File: src/rtl/dic_pkg.sv
package dic_pkg;
  localparam int unsigned CTRL_LINES = 8;
  localparam int unsigned ALL_LINES  = 2 * CTRL_LINES;
  localparam int unsigned LINE_W     = $clog2(ALL_LINES);
  localparam int unsigned BASE_W     = 8 - $clog2(CTRL_LINES);

  typedef logic [LINE_W-1:0] line_idx_t;

  localparam logic [7:0] CMD_SEL_REQ = 8'h0A;
  localparam logic [7:0] CMD_SEL_ISR = 8'h0B;
  localparam logic [7:0] CMD_INIT2   = 8'h10;
  localparam logic [7:0] CMD_INIT3   = 8'h11;
  localparam logic [4:0] GRP_EOI_NS  = 5'b00100;
  localparam logic [4:0] GRP_EOI_SP  = 5'b01100;
  localparam logic [4:0] GRP_LOWPRI  = 5'b11000;
endpackage

File: src/rtl/dic_port.sv
module dic_port
  import dic_pkg::*;
#(
  parameter bit                IS_SEC   = 1'b0,
  parameter logic [7:0]        RST_MASK = 8'hFF,
  parameter logic [BASE_W-1:0] RST_BASE = '0
) (
  input  logic              clk,
  input  logic              rst_n,
  input  logic              wr_cmd,
  input  logic              wr_data,
  input  logic [7:0]        wdata,
  input  logic              act_valid,
  input  line_idx_t         act_line,
  output logic [7:0]        mask,
  output logic [BASE_W-1:0] vbase,
  output logic              sel_isr,
  output logic              eoi_hit,
  output logic              init_clr
);
  logic [1:0]        icw_st, icw_st_nx;
  logic [1:0]        icw_last, icw_last_nx;
  logic [7:0]        mask_nx;
  logic [BASE_W-1:0] vbase_nx;
  logic              sel_isr_nx;
  logic              upd_en;
  logic              own_line, is_ns, is_sp;

  always_comb begin
    icw_st_nx   = icw_st;
    icw_last_nx = icw_last;
    mask_nx     = mask;
    vbase_nx    = vbase;
    sel_isr_nx  = sel_isr;
    if (wr_cmd) begin
      case (wdata)
        CMD_SEL_REQ: sel_isr_nx = 1'b0;
        CMD_SEL_ISR: sel_isr_nx = 1'b1;
        CMD_INIT2: begin
          icw_st_nx   = 2'd1;
          icw_last_nx = 2'd2;
          if (IS_SEC) mask_nx = 8'hFF;
        end
        CMD_INIT3: begin
          icw_st_nx   = 2'd1;
          icw_last_nx = 2'd3;
        end
        default: ;
      endcase
    end else if (wr_data) begin
      if (icw_st == 2'd0) begin
        mask_nx = wdata;
      end else begin
        if (icw_st == 2'd1) vbase_nx = wdata[7:8-BASE_W];
        icw_st_nx = (icw_st >= icw_last) ? 2'd0 : icw_st + 2'd1;
      end
    end
  end

  assign own_line = (act_line[LINE_W-1] == IS_SEC);
  assign is_ns    = (wdata[7:3] == GRP_EOI_NS);
  assign is_sp    = (wdata[7:3] == GRP_EOI_SP) && (wdata[2:0] == act_line[2:0]);
  assign eoi_hit  = wr_cmd && act_valid && own_line && (is_ns || is_sp);
  assign init_clr = IS_SEC && wr_cmd && (wdata == CMD_INIT2);
  assign upd_en   = wr_cmd || wr_data;

  always_ff @(posedge clk or negedge rst_n) begin
    if (!rst_n) begin
      icw_st   <= 2'd0;
      icw_last <= 2'd2;
      mask     <= RST_MASK;
      vbase    <= RST_BASE;
      sel_isr  <= 1'b0;
    end else if (upd_en) begin
      icw_st   <= icw_st_nx;
      icw_last <= icw_last_nx;
      mask     <= mask_nx;
      vbase    <= vbase_nx;
      sel_isr  <= sel_isr_nx;
    end
  end

  p_lowpri_inert_r9: assert property (@(posedge clk) disable iff (!rst_n)
    wr_cmd && (wdata[7:3] == GRP_LOWPRI) |=> $stable(mask) && $stable(vbase) && $stable(sel_isr));

  generate
    if (IS_SEC) begin : g_sec_chk
      p_init_masks_r10: assert property (@(posedge clk) disable iff (!rst_n)
        wr_cmd && (wdata == CMD_INIT2) |=> mask == 8'hFF);
    end
  endgenerate
endmodule

File: src/rtl/dic_arbiter.sv
module dic_arbiter
  import dic_pkg::*;
#(
  parameter int unsigned SKIP_LINE = 2
) (
  input  logic [ALL_LINES-1:0] elig,
  output logic                 any,
  output line_idx_t            pick
);
  always_comb begin
    any  = 1'b0;
    pick = '0;
    for (int i = ALL_LINES - 1; i >= 0; i--) begin
      if (elig[i] && (i != SKIP_LINE)) begin
        any  = 1'b1;
        pick = line_idx_t'(i);
      end
    end
  end
endmodule

File: src/rtl/dual_irq_ctrl.sv
module dual_irq_ctrl
  import dic_pkg::*;
#(
  parameter int unsigned CASCADE_LINE = 2,
  parameter logic [7:0]  PRI_RST_MASK = 8'hFC,
  parameter logic [7:0]  SEC_RST_MASK = 8'hEF,
  parameter logic [7:0]  PRI_RST_VEC  = 8'h08,
  parameter logic [7:0]  SEC_RST_VEC  = 8'h70
) (
  input  logic        clk,
  input  logic        rst_n,
  input  logic [15:0] irq_set,
  input  logic        cpu_ie,
  input  logic        bus_wr,
  input  logic [1:0]  bus_addr,
  input  logic [7:0]  bus_wdata,
  output logic [7:0]  bus_rdata,
  output logic        int_strobe,
  output logic [7:0]  int_vector,
  output logic        eoi_valid,
  output logic [3:0]  eoi_line
);
  localparam logic [ALL_LINES-1:0] CASC_BIT = ALL_LINES'(1) << CASCADE_LINE;
  localparam logic [ALL_LINES-1:0] SEC_HALF = {{CTRL_LINES{1'b1}}, {CTRL_LINES{1'b0}}};

  logic [1:0] rst_sync;
  logic       rst_q;

  always_ff @(posedge clk or negedge rst_n) begin
    if (!rst_n) rst_sync <= 2'b00;
    else        rst_sync <= {rst_sync[0], 1'b1};
  end
  assign rst_q = rst_sync[1];

  logic [7:0]        mask_a    [2];
  logic [BASE_W-1:0] vbase_a   [2];
  logic              sel_isr_a [2];
  logic [1:0]        eoi_hit_a;
  logic [1:0]        init_clr_a;

  logic [ALL_LINES-1:0] req_q, req_nx, isr_q, isr_nx;
  logic                 act_valid_q, act_valid_nx;
  line_idx_t            act_line_q, act_line_nx;
  logic                 strobe_nx, eoi_v_nx;
  logic [7:0]           vec_nx;
  line_idx_t            eoi_l_nx;

  genvar k;
  generate
    for (k = 0; k < 2; k++) begin : g_ctrl
      dic_port #(
        .IS_SEC  (k == 1),
        .RST_MASK((k == 0) ? PRI_RST_MASK : SEC_RST_MASK),
        .RST_BASE((k == 0) ? PRI_RST_VEC[7:8-BASE_W] : SEC_RST_VEC[7:8-BASE_W])
      ) u_port (
        .clk      (clk),
        .rst_n    (rst_q),
        .wr_cmd   (bus_wr && (bus_addr == {1'(k), 1'b0})),
        .wr_data  (bus_wr && (bus_addr == {1'(k), 1'b1})),
        .wdata    (bus_wdata),
        .act_valid(act_valid_q),
        .act_line (act_line_q),
        .mask     (mask_a[k]),
        .vbase    (vbase_a[k]),
        .sel_isr  (sel_isr_a[k]),
        .eoi_hit  (eoi_hit_a[k]),
        .init_clr (init_clr_a[k])
      );
    end
  endgenerate

  logic [ALL_LINES-1:0] elig, grant_vec, eoi_vec, clr_vec;
  logic                 any_pend, grant, eoi_any, sec_clr, release_act;
  line_idx_t            pick;

  assign elig = req_q & ~{mask_a[1], mask_a[0]} & ~CASC_BIT;

  dic_arbiter #(.SKIP_LINE(CASCADE_LINE)) u_arb (
    .elig(elig),
    .any (any_pend),
    .pick(pick)
  );

  assign grant       = cpu_ie && !act_valid_q && any_pend;
  assign grant_vec   = grant ? (ALL_LINES'(1) << pick) : '0;
  assign eoi_any     = |eoi_hit_a;
  assign eoi_vec     = eoi_any ? (ALL_LINES'(1) << act_line_q) : '0;
  assign sec_clr     = |init_clr_a;
  assign clr_vec     = sec_clr ? SEC_HALF : '0;
  assign release_act = eoi_any || (sec_clr && act_line_q[LINE_W-1]);

  always_comb begin
    req_nx       = ((req_q & ~grant_vec) | irq_set) & ~clr_vec;
    isr_nx       = (isr_q | grant_vec) & ~eoi_vec & ~clr_vec;
    act_valid_nx = act_valid_q;
    act_line_nx  = act_line_q;
    if (grant) begin
      act_valid_nx = 1'b1;
      act_line_nx  = pick;
    end else if (release_act) begin
      act_valid_nx = 1'b0;
    end
    strobe_nx = grant;
    vec_nx    = grant ? {vbase_a[pick[LINE_W-1]], pick[2:0]} : int_vector;
    eoi_v_nx  = eoi_any;
    eoi_l_nx  = eoi_any ? act_line_q : eoi_line;
  end

  always_ff @(posedge clk or negedge rst_q) begin
    if (!rst_q) begin
      req_q       <= '0;
      isr_q       <= '0;
      act_valid_q <= 1'b0;
      act_line_q  <= '0;
      int_strobe  <= 1'b0;
      int_vector  <= '0;
      eoi_valid   <= 1'b0;
      eoi_line    <= '0;
    end else begin
      req_q       <= req_nx;
      isr_q       <= isr_nx;
      act_valid_q <= act_valid_nx;
      act_line_q  <= act_line_nx;
      int_strobe  <= strobe_nx;
      int_vector  <= vec_nx;
      eoi_valid   <= eoi_v_nx;
      eoi_line    <= eoi_l_nx;
    end
  end

  always_comb begin
    if (bus_addr[0]) bus_rdata = mask_a[bus_addr[1]];
    else if (bus_addr[1])
      bus_rdata = sel_isr_a[1] ? isr_q[15:8] : req_q[15:8];
    else
      bus_rdata = sel_isr_a[0] ? isr_q[7:0] : req_q[7:0];
  end

  p_issue_gated_r6: assert property (@(posedge clk) disable iff (!rst_q)
    int_strobe |-> $past(cpu_ie) && !$past(act_valid_q));
  p_strobe_single_r5: assert property (@(posedge clk) disable iff (!rst_q)
    int_strobe |=> !int_strobe);
  p_isr_onehot_r5: assert property (@(posedge clk) disable iff (!rst_q)
    $onehot0(isr_q));
  p_isr_matches_r5: assert property (@(posedge clk) disable iff (!rst_q)
    act_valid_q |-> isr_q == (ALL_LINES'(1) << act_line_q));
  p_isr_idle_r7: assert property (@(posedge clk) disable iff (!rst_q)
    !act_valid_q |-> isr_q == '0);
  p_cascade_never_r5: assert property (@(posedge clk) disable iff (!rst_q)
    !isr_q[CASCADE_LINE]);
  p_eoi_frees_r7: assert property (@(posedge clk) disable iff (!rst_q)
    eoi_valid |-> $past(act_valid_q) && !act_valid_q);
  p_eoi_line_r8: assert property (@(posedge clk) disable iff (!rst_q)
    eoi_valid |-> eoi_line == $past(act_line_q));
endmodule

File: config.mk
export PLATFORM = sky130hd
export DESIGN_NAME = dual_irq_ctrl
export DESIGN_NICKNAME = d
export VERILOG_FILES = /design/src/rtl/dic_pkg.sv /design/src/rtl/dic_port.sv /design/src/rtl/dic_arbiter.sv /design/src/rtl/dual_irq_ctrl.sv
export SDC_FILE = /design/constraint.sdc
export NUM_CORES = 1
export LEC_CHECK = 0
export ABC_AREA = 1
export CAP_MARGIN = 5
export CORE_MARGIN = 2
export CORE_UTILIZATION = 45
export CTS_BUF_LIST = sky130_fd_sc_hd__clkbuf_16
export CTS_CLUSTER_DIAMETER = 200
export DETAILED_ROUTE_END_ITERATION = 8
export GPL_TIMING_DRIVEN = 0
export PLACE_DENSITY = 0.76
export SLEW_MARGIN = 40
export SYNTH_ARGS = -nofsm -noshare
export SYNTH_HDL_FRONTEND = slang
export SYNTH_SLANG_ARGS = --single-unit
File: constraint.sdc
create_clock -name clk -period 2.25 [get_ports clk]
set_input_delay 0.45 -clock clk [delete_from_list [all_inputs] [get_ports clk]]
set_output_delay 0.45 -clock clk [all_outputs]
set_load 0.05 [all_outputs]
# Word-level counts from Yosys, hierarchy flattened

Index checks and enable logic that the tools add are counted.
W data, S select, Z words.

Bits in registers: 89
Latch bits: 0
RAM bits: 0
ROM bits: 0
Input bits: 30
Output and inout bits: 22
Logic and storage cells: 163
Memories kept: 0

$add $sub $neg: 2
Multipliers: 0
Div/mod/pow operators: 0
Order comparisons: 4
Eq/ne operators: 17
Shift-type cells: 2
Mux-type cells: 60
Bitwise gates (word level): 18
Reduce and logical (&&, ||, !) cells: 41

Operators with widths:

| kind                   | count |
|---|---|
| $mux W8                | 11 |
| $and A16 B16 Y16       | 5 |
| $not A16 Y16           | 4 |
| $mux W4                | 15 |
| $mux W16               | 3 |
| $or A16 B16 Y16        | 2 |
| $shl A1 B4 Y16 const A | 2 |
| $mux W2                | 9 |
| $mux W1                | 17 |
| $eq A8 B4 Y1 const B   | 2 |
| $eq A8 B5 Y1 const B   | 2 |
| $reduce_and A4 Y1      | 4 |
| $logic_and A1 B1 Y1    | 15 |
| $mux W5                | 3 |
| $reduce_and A3 Y1      | 4 |
| $reduce_bool A2 Y1     | 6 |
| $reduce_and A5 Y1      | 2 |
| $eq A2 B1 Y1 const B   | 3 |
| $logic_not A2 Y1       | 3 |
| $ne A2 B2 Y1 const B   | 3 |
| $eq A5 B3 Y1 const B   | 1 |
| $eq A5 B4 Y1 const B   | 1 |
| $not A1 Y1             | 5 |
| $add A2 B1 Y2 const B  | 2 |
| other kinds (11)       | 20 |

# Logic depth before layout (Yosys ltp)

Depth in word-level cells: 23
Gate-level depth with buffers: 18
Gate-level depth less buffers: 18

# By module

Synthesis repeated with hierarchy kept, for this count alone.

Cells, all modules: 593
Area, all modules: 4718.3 um2

Modules (own cells, without submodules):

| module                      | times used | cells each | area each (um2) | seq. area each (um2) |
|---|---|---|---|---|
| dual_irq_ctrl               | 1          | 318        | 2627.5          | 1251.2 |
| dic_port (g_ctrl[1].u_port) | 1          | 114        | 973.4           | 437.9 |
| dic_port (g_ctrl[0].u_port) | 1          | 117        | 928.4           | 434.2 |
| dic_arbiter                 | 1          | 44         | 188.9           | 0.0 |

# Least setup slack after synthesis

No wires, ideal clock.

Path type: input to output
Start: input port bus_addr[0]
End: output port bus_rdata[0]
Data arrival time: 1663 ps
Required time: 1800 ps
Slack: 137 ps
Cell stages on the path: 3
Buffers on the path: 0
Path through: nor2_1 > o21ai_0 > o221ai_1

Longest elaborated chain between the ends: 1

Ends and longest elaborated chain:

| what            | RTL line             | source |
|---|---|---|
| start, declared | dual_irq_ctrl.sv:15  | `input logic [1:0] bus_addr,` |
| $mux W8         | dual_irq_ctrl.sv:132 | `if (bus_addr[0]) bus_rdata = mask_a[bus_addr[1]];` |
| end, declared   | dual_irq_ctrl.sv:17  | `output logic [7:0] bus_rdata,` |

No other way between the ends.

# Worst setup path in the final report

Start: register g_ctrl[0].u_port.mask[0]
End: register req_q[6]

Longest elaborated chain between the ends: 9
Elaborated cells between the ends (all ways): 11
Classes of those cells: shift: 1; mux: 3; bitwise: 6; reduce/logical: 1

Ends and longest elaborated chain:

| what                                                         | RTL line                                 | source |
|---|---|---|
| start, declared                                              | dic_port.sv:15                           | `output logic [7:0] mask,` |
| start signal, assigned                                       | dic_port.sv:77                           | `mask <= mask_nx;` |
| $not A16 Y16 (*)                                             | dual_irq_ctrl.sv:76                      | `assign elig = req_q & ~{mask_a[1], mask_a[0]} & ~CASC_BIT;` |
| $and A16 B16 Y16 (*)                                         | dual_irq_ctrl.sv:76                      |  |
| $mux W4 / $mux W1 (equally long branches)                    | dic_arbiter.sv:14                        | `if (elig[i] && (i != SKIP_LINE)) begin` |
| $shl A1 B4 Y16 / $logic_and A1 B1 Y1 (equally long branches) | dual_irq_ctrl.sv:85, dual_irq_ctrl.sv:84 |  |
| $mux W16 (*)                                                 | dual_irq_ctrl.sv:85                      | `assign grant_vec = grant ? (ALL_LINES'(1) << pick) : '0;` |
| $not A16 Y16 (*)                                             | dual_irq_ctrl.sv:93                      | `req_nx = ((req_q & ~grant_vec) \| irq_set) & ~clr_vec;` |
| $and A16 B16 Y16 (*)                                         | dual_irq_ctrl.sv:93                      |  |
| $or A16 B16 Y16 (*)                                          | dual_irq_ctrl.sv:93                      |  |
| $and A16 B16 Y16 (*)                                         | dual_irq_ctrl.sv:93                      |  |
| net req_nx[6]                                                | dual_irq_ctrl.sv:41                      | `logic [ALL_LINES-1:0] req_q, req_nx, isr_q, isr_nx;` |
| end signal, assigned                                         | dual_irq_ctrl.sv:120                     | `req_q <= req_nx;` |
| end, declared                                                | dual_irq_ctrl.sv:41                      |  |

The timed path passes the listed nets; every way through them passes the cells marked *.
A chain may end at the register's enable or synchronous reset.

==> run metrics <==
Worst Skew=0.00851 ns; First-pass DRT Iterations=5; global-route wire length before repair=20300 um; Worst-Margin Slew=0.566 ns; Synth Register Bits=84; RSZ-0062 raised after global routing=yes; gr ovfl total=0; CP Capture Type=flip-flop; clk buf depth=2; Syn Area/Cell=8.26 um2; IO Port Bufs=51; setup ws final=0.0163 ns; Final period util=0.993; Vias=a little over 4000; IO Pins=52; category of the most critical setup path=flip-flop to flip-flop; Top Layer Used=met4; clock period minus worst slack=2.23 ns; outcome=complete, no violations; GRT Util Overall=0.261; Layout Utilization=0.618; pin count of the biggest net entering global routing=41; Max Slew Vio Count=0; core area=between 9000 and 10000 um2; crit path launch=g_ctrl[0].u_port.mask[0]$_DFFE_PN0P_; CP Max Fanout=4; # fillers=about 830; Detail Route Antenna Nets=0; Reg clk slew, reported paths=0.07 ns; commonest register cell after synthesis=dfrtp_1; Die Ht=102 um; NumNets Final=650; placed cells=between 700 and 800; Clock power frac=0.231; P&R area growth vs syn=33.0%; Worst R2R Path Depth=13; dpl hpwl=8650 um; Comb pwr share=0.412; Max VDD drop=0.614 mV; Post-Syn Area=4310 um2; Total Wirelength=roughly 13000 um; dpl cell area=approximately 5000 um2; critical path endpoint=req_q[6]$_DFF_PN0_; initial antenna violation count=0; sequential area share after synthesis=0.492; htree depth=3; share of layout cells above drive strength 1=0.233; Pint=3.83 mW; Finished Layout Cells=748; f_max=~450 MHz; EDFF count, synth=0; DR WL met2=6300 um; Hold Crit Class=flip-flop to async pin; Power, Total=6.37 mW; required time of the critical path=2.49 ns; final weighted congestion in routability-driven placement=~0.93; switching share of power=0.399; Starting DRT DRC Count=211; Initial Utilization=0.465; P per Cell Area=about 1100 nW/um2; Worst-Skew Late Latency=0.35 ns; YS warnings=0; final instance area=~5700 um2; critical path startpoint category=flip-flop; post-route DRC violation count=0; syn nets=558; dpl ws=-1.04 ns; Final setup viols=0; Die W=102 um; cells after synthesis=between 500 and 600; max_slew headroom=0.621; Clk Tree Root Cell=clkbuf_16; worst reg2reg setup slack=0.02 ns; Netlist cell types=44; Max-Cap Viols=0; vias in the first global route=3958; CTS tree=yes; static leakage=about 2.7 nW; switching power of the nets=2.55 mW; Rows=35; Vias/cell=approximately 5.5; Reg-to-Reg End=req_q[6]$_DFF_PN0_; die footprint=10400 um2; post-detailed-route wirelength per cell=17.5 um; Async S/R FF share, synth=1.00; n_diodes=0; M1 WL=about 5400 um; R2R Path Start=g_ctrl[0].u_port.mask[0]$_DFFE_PN0P_; critical path arrival=between 2 and 2.5 ns; met3 WL post-DR=roughly 870 um; Final Hold Fails=0; sequential power share=0.358; clk sinks=84; cts bufs inserted=9
## power by group through the flow
stage | logic [mW] | clock network [mW] | registers (mW)
after global placement | 2.17 | 0 | 2.28
after detailed placement | 2.27 | 0 | 2.27
after global routing | 2.82 | 1.55 | 2.33
after floorplan | 1.36 | 0 | 2.45
after CTS | 2.33 | 1.48 | 2.27
final | 2.62 | 1.47 | 2.28
## cell families after synthesis
logic type | count (synthesis) | share of synthesized area
xor+xnor | 2 | 0.00406
other cells | 1 | 0.000869
flops | 84 | 0.492
fa+ha+maj | 6 | 0.0174
simple gates | 212 | 0.219
buf+inv | 85 | 0.0812
mux | 4 | 0.00957
compound gates | 128 | 0.175
## critical path, cell delays in order, from the launching register on
cell and delay, ns:
dfrtp_1 0.42, or2_1 0.24, buf_6 0.13, nand2_4 0.06
nor2_4 0.04, nand2_4 0.09, nor2_4 0.05, nor3_4 0.27
buf_6 0.18, clkinv_8 0.06, nor2_4 0.13, buf_4 0.13
nand4_1 0.13, a21o_1 0.19
## metal layers
metal,vias to the layer above,global-route usage
met1,1990,0.330
met3,39,0.0595
met4,0,0.114
met2,171,0.430
met5,-,0
li1,1908,-
## cell usage after synthesis (2+ instances only)
cell,count,area share
o21bai_1,10,0.017
buf_4,3,0.0052
o221ai_1,8,0.016
or2_1,2,0.0029
a31oi_1,2,0.0029
nor3_1,9,0.010
nor2_4,5,0.013
mux2i_1,3,0.0070
nand2_1,105,0.091
clkbuf_1,7,0.0061
inv_1,68,0.059
buf_6,2,0.0052
or2_2,3,0.0044
a21oi_1,20,0.023
nand3_1,6,0.0070
nor2_2,5,0.0073
dfrtp_1,67,0.39
nand2_2,3,0.0044
o211ai_1,6,0.010
dfstp_2,17,0.10
ha_1,6,0.017
a22oi_1,9,0.016
o21ai_0,66,0.077
xor2_1,2,0.0041
nor2_1,57,0.050
o21a_1,2,0.0035
nand4_1,12,0.017
## through the flow
stage | hold WS, ns | TNS [ns]
after detailed placement | 0.191 | -29.39
after global routing | 0.204 | -0.379
after CTS | 0.192 | 0
final | 0.187 | 0
after floorplan | 0.154 | 0
after global placement | 0.337 | -29.25
## layout by cell type (no fill, tap or decap), types with 6 or more instances in the layout
cell               n
a21oi_1           16
buf_4             37
clkbuf_16         10
clkdlybuf4s50_1   41
dfrtp_1           64
dfstp_2           17
ha_1               6
inv_1             60
inv_2              7
nand2_1          100
nand4_1           12
nor2_1            49
nor2_2             6
nor2_4            14
nor3_1             9
o211ai_1           6
o21ai_0           65
o21bai_1          10
o221ai_1           8
## state kept, by name (all words and copies together), names as in the netlist
name and count:
isr_q 16, int_vector 8, act_valid_q 1, g_ctrl.u_port.icw_st 4
rst_sync 2, g_ctrl.u_port.sel_isr 2, g_ctrl.u_port.icw_last 2, int_strobe 1
act_line_q 1, g_ctrl.u_port.mask 16, g_ctrl.u_port.vbase 10, eoi_line 4
req_q 16, eoi_valid 1
## what timing repair did
item,4_1_cts,5_1_grt
gates cloned,1,2
pin swaps,6,19
endpoints found under the setup margin,47,48
buffers inserted,8,19
gates resized for setup,72,50
hold buffers,0,0
## how the worst min path moves through the flow
stage | startpoint | to | slack (ns)
2_1_floorplan | rst_n | rst_sync[0]$_DFF_PN0_ | 0.15
3_3_place_gp | rst_sync[0]$_DFF_PN0_ | rst_sync[1]$_DFF_PN0_ | 0.34
3_5_place_dp | rst_sync[1]$_DFF_PN0_ | g_ctrl[0].u_port.vbase[1]$_DFFE_PN0P_ | 0.19
4_1_cts | rst_sync[1]$_DFF_PN0_ | g_ctrl[1].u_port.mask[4]$_DFFE_PN0P_ | 0.19
5_1_grt | rst_sync[1]$_DFF_PN0_ | g_ctrl[1].u_port.mask[4]$_DFFE_PN0P_ | 0.20
6_report | rst_sync[1]$_DFF_PN0_ | g_ctrl[1].u_port.mask[4]$_DFFE_PN0P_ | 0.19
## layout make-up
cell class              instances  area (um2)  area share
clock inverters                 7        67.6      0.0118
inverters                      72         292      0.0508
well taps                     129         161      0.0281
plain buffers                  11        83.8      0.0146
clock buffers                   9         225      0.0392
repair buffers                 81         752       0.131
multi-input cells             355        2030       0.353
flip-flops and latches         84        2130       0.371
Note: power is estimated with default switching activity, not from simulation.
